==> src/rtl/rcb_pkg.sv <==
package rcb_pkg;

    // Lower-address field width carried by completion headers
    localparam int LA_W    = 7;
    // Widest request in dwords is one 128-byte block
    localparam int CHUNK_W = 6;

    typedef enum logic {
        RCB_64B  = 1'b0,
        RCB_128B = 1'b1
    } rcb_size_e;

    // One entry of the outstanding-request table
    typedef struct packed {
        logic [CHUNK_W-1:0] len;
        logic [LA_W-1:0]    lo_addr;
    } expect_t;

    // Dwords from a dword offset to the end of its boundary block
    function automatic logic [CHUNK_W-1:0] block_room(input logic [4:0] dw_lo,
                                                      input rcb_size_e  sz);
        logic [CHUNK_W-1:0] room;
        if (sz == RCB_128B) begin
            room = 6'd32 - {1'b0, dw_lo};
        end else begin
            room = 6'd16 - {2'b00, dw_lo[3:0]};
        end
        return room;
    endfunction

endpackage

==> src/rtl/rcb_chunker.sv <==
module rcb_chunker
    import rcb_pkg::*;
#(
    parameter int LEN_W = 12
) (
    input  logic [4:0]         dw_lo,
    input  logic [LEN_W-1:0]   remaining,
    input  rcb_size_e          size,
    output logic [CHUNK_W-1:0] chunk
);

    logic [CHUNK_W-1:0] room;

    always_comb begin
        room = block_room(dw_lo, size);
        if (remaining < LEN_W'(room)) begin
            chunk = CHUNK_W'(remaining);
        end else begin
            chunk = room;
        end
    end

endmodule

==> src/rtl/rcb_expect_fifo.sv <==
module rcb_expect_fifo
    import rcb_pkg::*;
#(
    parameter int DEPTH = 4
) (
    input  logic    clk,
    input  logic    rst,
    input  logic    push,
    input  expect_t din,
    input  logic    pop,
    output expect_t head,
    output logic    empty,
    output logic    full,
    output logic    last
);

    localparam int PTR_W = (DEPTH > 1) ? $clog2(DEPTH) : 1;
    localparam int CNT_W = $clog2(DEPTH + 1);

    expect_t          mem [DEPTH];
    logic [PTR_W-1:0] wr_ptr;
    logic [PTR_W-1:0] rd_ptr;
    logic [CNT_W-1:0] count;

    function automatic logic [PTR_W-1:0] bump(input logic [PTR_W-1:0] p);
        return (p == PTR_W'(DEPTH - 1)) ? '0 : p + 1'b1;
    endfunction

    assign head  = mem[rd_ptr];
    assign empty = (count == '0);
    assign full  = (count == CNT_W'(DEPTH));
    assign last  = (count == CNT_W'(1));

    always_ff @(posedge clk) begin
        if (rst) begin
            wr_ptr <= '0;
            rd_ptr <= '0;
            count  <= '0;
            for (int i = 0; i < DEPTH; i++) begin
                mem[i] <= '0;
            end
        end else begin
            if (push) begin
                mem[wr_ptr] <= din;
                wr_ptr      <= bump(wr_ptr);
            end
            if (pop) begin
                rd_ptr <= bump(rd_ptr);
            end
            if (push && !pop) begin
                count <= count + 1'b1;
            end else if (pop && !push) begin
                count <= count - 1'b1;
            end
        end
    end

endmodule

==> src/rtl/rcb_cpl_compare.sv <==
module rcb_cpl_compare
    import rcb_pkg::*;
(
    input  logic               cpl_valid,
    input  logic [CHUNK_W-1:0] cpl_len,
    input  logic [LA_W-1:0]    cpl_lower_addr,
    input  expect_t            head,
    input  logic               empty,
    output logic               pop,
    output logic               bad
);

    logic field_diff;

    always_comb begin
        field_diff = (cpl_len != head.len) || (cpl_lower_addr != head.lo_addr);
        pop        = cpl_valid && !empty;
        bad        = cpl_valid && (empty || field_diff);
    end

endmodule

==> src/rtl/rcb_read_splitter.sv <==
module rcb_read_splitter
    import rcb_pkg::*;
#(
    parameter int ADDR_W = 32,
    parameter int LEN_W  = 12,
    parameter int DEPTH  = 4
) (
    input  logic               clk,
    input  logic               rst,
    input  logic               desc_valid,
    output logic               desc_ready,
    input  logic [ADDR_W-1:0]  desc_addr,
    input  logic [LEN_W-1:0]   desc_len,
    input  logic               rcb_sel,
    output logic               req_valid,
    input  logic               req_ready,
    output logic [ADDR_W-1:0]  req_addr,
    output logic [CHUNK_W-1:0] req_len,
    input  logic               cpl_valid,
    input  logic [CHUNK_W-1:0] cpl_len,
    input  logic [LA_W-1:0]    cpl_lower_addr,
    output logic               done,
    output logic               err
);

    logic               active_q;
    logic [ADDR_W-1:0]  addr_q;
    logic [LEN_W-1:0]   rem_q;
    rcb_size_e          sz_q;
    logic               done_q;
    logic               err_q;

    logic [CHUNK_W-1:0] chunk_len;
    expect_t            push_ent;
    expect_t            head;
    logic               tbl_empty;
    logic               tbl_full;
    logic               tbl_last;
    logic               pop;
    logic               bad;
    logic               fire;
    logic               accept;
    logic               finish;

    rcb_chunker #(.LEN_W(LEN_W)) u_chunk (
        .dw_lo     (addr_q[6:2]),
        .remaining (rem_q),
        .size      (sz_q),
        .chunk     (chunk_len)
    );

    rcb_expect_fifo #(.DEPTH(DEPTH)) u_table (
        .clk   (clk),
        .rst   (rst),
        .push  (fire),
        .din   (push_ent),
        .pop   (pop),
        .head  (head),
        .empty (tbl_empty),
        .full  (tbl_full),
        .last  (tbl_last)
    );

    rcb_cpl_compare u_cmp (
        .cpl_valid      (cpl_valid),
        .cpl_len        (cpl_len),
        .cpl_lower_addr (cpl_lower_addr),
        .head           (head),
        .empty          (tbl_empty),
        .pop            (pop),
        .bad            (bad)
    );

    always_comb begin
        push_ent.len     = chunk_len;
        push_ent.lo_addr = addr_q[LA_W-1:0];
        desc_ready = !active_q;
        req_valid  = active_q && (rem_q != '0) && !tbl_full;
        req_addr   = addr_q;
        req_len    = chunk_len;
        fire       = req_valid && req_ready;
        accept     = desc_valid && !active_q;
        finish     = active_q && (rem_q == '0) && pop && tbl_last;
        done       = done_q;
        err        = err_q;
    end

    always_ff @(posedge clk) begin
        if (rst) begin
            active_q <= 1'b0;
            addr_q   <= '0;
            rem_q    <= '0;
            sz_q     <= RCB_64B;
            done_q   <= 1'b0;
            err_q    <= 1'b0;
        end else begin
            done_q <= finish || (accept && (desc_len == '0));
            if (bad) begin
                err_q <= 1'b1;
            end
            if (accept) begin
                active_q <= (desc_len != '0);
                addr_q   <= desc_addr;
                rem_q    <= desc_len;
                sz_q     <= rcb_size_e'(rcb_sel);
            end else begin
                if (finish) begin
                    active_q <= 1'b0;
                end
                if (fire) begin
                    addr_q <= addr_q + ADDR_W'({chunk_len, 2'b00});
                    rem_q  <= rem_q - LEN_W'(chunk_len);
                end
            end
        end
    end

endmodule

==> config.mk <==
export PLATFORM = sky130hd
export DESIGN_NAME = rcb_read_splitter
export DESIGN_NICKNAME = d
export VERILOG_FILES = /design/src/rtl/rcb_pkg.sv /design/src/rtl/rcb_chunker.sv /design/src/rtl/rcb_expect_fifo.sv /design/src/rtl/rcb_cpl_compare.sv /design/src/rtl/rcb_read_splitter.sv
export SDC_FILE = /design/constraint.sdc
export NUM_CORES = 1
export LEC_CHECK = 0
export BUFFER_PORTS_ARGS = -buffer_cell sky130_fd_sc_hd__buf_4
export CAP_MARGIN = 20
export CORE_MARGIN = 2
export CORE_UTILIZATION = 35
export DETAILED_ROUTE_END_ITERATION = 10
export PLACE_DENSITY_LB_ADDON = 0.25
export SLEW_MARGIN = 20
export SYNTH_ARGS = -nofsm -noshare
export SYNTH_HDL_FRONTEND = slang
export SYNTH_SLANG_ARGS = --single-unit
==> constraint.sdc <==
create_clock -name clk -period 12.9 [get_ports clk]
set_clock_uncertainty 0.2 [all_clocks]
set_input_delay 2.58 -clock clk [delete_from_list [all_inputs] [get_ports clk]]
set_output_delay 2.58 -clock clk [all_outputs]
set_load 0.01 [all_outputs]
==> out/qor.log <==
INFO  outcome        status=complete, no violations
INFO  power_and_ir_drop sequentialPowerShare=38.9%
INFO  sta            setup_repair_after_global_routing_missed_its_margin=false
INFO  logic_synthesis ys_seq_elements=109
INFO  layout         regArea=0.002703mm2
INFO  grt            grt_pass1_wl=28890um
INFO  power_and_ir_drop post-layout-total-power=1.107mW
INFO  sta            setup_viol=0
INFO  sta            maxSlewHeadroom=27.72%
INFO  route          drt-initial-drc-count=358
INFO  placement      post-dp-hpwl=12970um
INFO  power_and_ir_drop share_clk_of_total_power=26.2%
INFO  grt            grt_overflow_total=0
INFO  floorplanning  placeableCoreArea=0.01742mm2
INFO  worst_setup_path cpMostUsedCell=sky130_fd_sc_hd__inv_1
INFO  sta            slew_viol_final=0
INFO  clock_tree     cts_buffers=9
INFO  floorplanning  ioPinCount=105
INFO  worst_setup_path crit_path_max_fanout=19
INFO  sta            fin_crit_sh=54.60%
INFO  layout         design.final.nets=830
INFO  floorplanning  die_area=0.01900mm2
INFO  run            maxCapViolations=0
INFO  sta            period_needed=7044ps
INFO  logic_synthesis async_reset_ff_share=0%
INFO  layout         commonest_non_fill_non_tap_cell_in_the_layout=sky130_fd_sc_hd__buf_4
INFO  layout         antenna_cells_inserted=0
INFO  placement      portBuffers=104
INFO  clock_tree     cts_buffer_depth=2
INFO  grt            antenna_found_initial=0
INFO  power_and_ir_drop vdd.ir_drop.worst=71.86uV
INFO  grt            grt_max_degree=62
INFO  route          route.detailed.drc=0
INFO  worst_setup_path critPathSlowestCell=sky130_fd_sc_hd__dfxtp_1
INFO  floorplanning  initial_core_util=36.00%
INFO  sta            hold_violations=0
INFO  layout         syn2layout_area_growth=20.06%
INFO  layout         multi_input_area=0.003319mm2
INFO  hold_path      hp-class=reg -> reg
INFO  layout         leading_cell_types_in_the_layout_fill_and_taps_excluded=sky130_fd_sc_hd__buf_4 (107), sky130_fd_sc_hd__nor2_1 (73), sky130_fd_sc_hd__nand2_1 (59), sky130_fd_sc_hd__dfxtp_1 (57), sky130_fd_sc_hd__edfxtp_1 (52)
INFO  placement      postPlaceCellArea=0.007219mm2
INFO  power_and_ir_drop switchingPower=0.4043mW
INFO  grt            global_route.usage.total=19.97%
INFO  logic_synthesis syn_nets=745
INFO  clock_tree     numClockSinks=109
INFO  logic_synthesis syn_inst=660
INFO  power_and_ir_drop power_per_cell_area=147.0mW/mm2
INFO  floorplanning  rows=48
INFO  route          drt.antenna.violating_nets=0
INFO  floorplanning  die-width=137.8um
INFO  clock_tree     clock_latency=360ps
INFO  worst_setup_path crit_end_element=output port
INFO  route          route.detailed.vias_per_inst=5.654
INFO  logic_synthesis synth_top_area_share=24.91%
INFO  logic_synthesis synth_top_cells_by_area=sky130_fd_sc_hd__edfxtp_1 (25%), sky130_fd_sc_hd__dfxtp_1 (18%), sky130_fd_sc_hd__mux4_2 (4.7%)
INFO  logic_synthesis netlist_area=0.006270mm2
INFO  floorplanning  die_height=137.8um
INFO  power_and_ir_drop combPwrFrac=34.9%
INFO  route          drt_first_pass_iters=5
INFO  route          detailroute.via_count=5513
INFO  route          routedWlPerCell=18.83um
INFO  sta            worst_slew_pin_slew=1074ps
INFO  clock_tree     cts_hold_buffers=0
INFO  layout         finish.instance_area=0.007527mm2
INFO  logic_synthesis synth-edff-count=52
INFO  worst_setup_path critPathKind=reg -> out
INFO  logic_synthesis ys_dominant_reg_cell=sky130_fd_sc_hd__dfxtp_1
INFO  worst_setup_path cpPeakStageDelay=570ps
INFO  sta            fin_worst_hold_slack=280.9ps
INFO  logic_synthesis synth_cell_types=71
INFO  logic_synthesis synth-seq-area-share=43.11%
INFO  worst_setup_path cp_data_arrival_time=4260ps
INFO  logic_synthesis synth_largest_area_cell=sky130_fd_sc_hd__edfxtp_1
INFO  route          detail_route.wirelength=18360um
INFO  logic_synthesis post_syn_area_per_cell=9.500um2
INFO  clock_tree     cts_repair_resize_count=0
INFO  sta            highest_achievable_clock_rate=142.0MHz
INFO  clock_tree     h-tree-depth=3
INFO  clock_tree     clk_root_buffer_cell=sky130_fd_sc_hd__clkbuf_16
INFO  placement      gp_congestion=0.8477
INFO  logic_synthesis synth.yosys.warnings=0
INFO  power_and_ir_drop switching_share=36.54%
INFO  layout         post_route_cells_drive_above_1_share=20.93%
INFO  power_and_ir_drop leakage=2.885nW
INFO  worst_setup_path startpoint_type=flip-flop
INFO  power_and_ir_drop cellInternalPower=0.7023mW
INFO  clock_tree     post_cts_repair_setup_buffers=0
INFO  worst_setup_path path_cells=inv_1 -> ha_1 -> xnor2_1 -> inv_1 -> ha_1 -> a211oi_1 -> o21ai_2 -> a21oi_4 -> nor2_1 -> a21oi_1 -> inv_1 -> buf_4
INFO  layout         fillCellCount=1715
INFO  clock_tree     clk_pin_slew=80ps
INFO  grt            first_global_vias=5487
INFO  worst_setup_path worstPathRequired=10120ps
INFO  clock_tree     cts_tree=yes
INFO  sta            setup-tns-final=0ps
-- cells in the mapped netlist, drive strengths merged, types with 3 or more instances --
cell	n
a211oi	13
nor4	10
or2	3
buf	6
a31oi	18
xnor2	15
and2	22
o211ai	4
o21a	5
or4	5
xor2	14
a22oi	11
and3	12
nand4	11
nand2b	8
nor3	17
o21bai	3
nor2	74
o21ai	15
nor2b	4
a21oi	51
inv	30
clkbuf	27
nand3	11
mux2i	4
nand2	59
a221oi	4
ha	22
edfxtp	52
or3	13
a32oi	3
o311ai	4
a311oi	5
dfxtp	57
mux4	13
-- logic make-up after synthesis --
| family | Yosys count | share of synthesized area (%) |
|---|---|---|
| XOR/XNOR | 29 | 4.051 |
| buffers and inverters | 63 | 4.111 |
| multiplexers | 17 | 5.308 |
| flip-flops | 109 | 43.11 |
| adder cells (fa/ha/maj) | 22 | 4.390 |
| AND/OR/NAND/NOR | 257 | 20.71 |
| AO/OA/AOI/OAI | 163 | 18.32 |
-- per-layer routing --
| metal | track usage, % | vias to the layer above | part of all wire, % |
|---|---|---|---|
| li1 | - | 2625 | - |
| met1 | 24.75 | 2658 | 42 |
| met2 | 33.69 | 198 | 49 |
| met3 | 4.194 | 32 | 5.7 |
| met4 | 8.333 | 0 | 2.8 |
| met5 | 0 | - | 0 |
-- worst paths after layout --
kind         cells after the start  slack (ps)                         to                      from
max                             12        5860                 req_len[3]  req_addr[3]$_SDFFE_PP0P_
min                              2         280          sz_q$_SDFFE_PP0P_         sz_q$_SDFFE_PP0P_
max reg2reg                     20        6580  req_addr[31]$_SDFFE_PP0P_  req_addr[3]$_SDFFE_PP0P_
min reg2reg                      2         280          sz_q$_SDFFE_PP0P_         sz_q$_SDFFE_PP0P_
-- sequential cells by signal (all words and copies together) (netlist names), named ones only --
register / flops
u_table.rd_ptr: 2
req_addr: 32
u_table.wr_ptr: 2
sz_q: 1
u_table.mem: 52
err: 1
rem_q: 12
active_q: 1
done: 1
u_table.count: 3
-- power groups by stage --
| stage | Clock [mW] | Sequential (mW) | Combinational (mW) |
|---|---|---|---|
| after floorplan | 0 | 0.421 | 0.279 |
| after global placement | 0 | 0.437 | 0.379 |
| after detailed placement | 0 | 0.439 | 0.385 |
| after CTS | 0.296 | 0.431 | 0.387 |
| after global routing | 0.308 | 0.437 | 0.430 |
| final | 0.290 | 0.431 | 0.386 |
-- through the flow --
stage	cells	setup WS, ps	util (%)
after floorplan	660	6985	-
after global placement	959	6452	41.44
after detailed placement	959	6339	41.45
after CTS	975	5889	43.22
after global routing	975	5402	43.22
final	975	5856	43.22
-- worst max-delay path, delay by kind of cell (launching register included) --
family,cells,cell delay [ps]
AOI/OAI and AO/OA,4,1630
adders and majority gates,2,630
buffers and inverters,4,620
DFF,1,570
xor gates and xnor gates,1,300
and+or+nand+nor,1,150
-- final cells by class --
type,count,share of cell area (%)
multi-input combinational,488,44.10
sequential,109,35.90
timing repair buffer,107,10.67
tap,225,3.740
clock buffer,9,2.992
inverter,30,1.496
clock inverter,7,1.097
No activity file was read; power rests on OpenSTA's default activity.
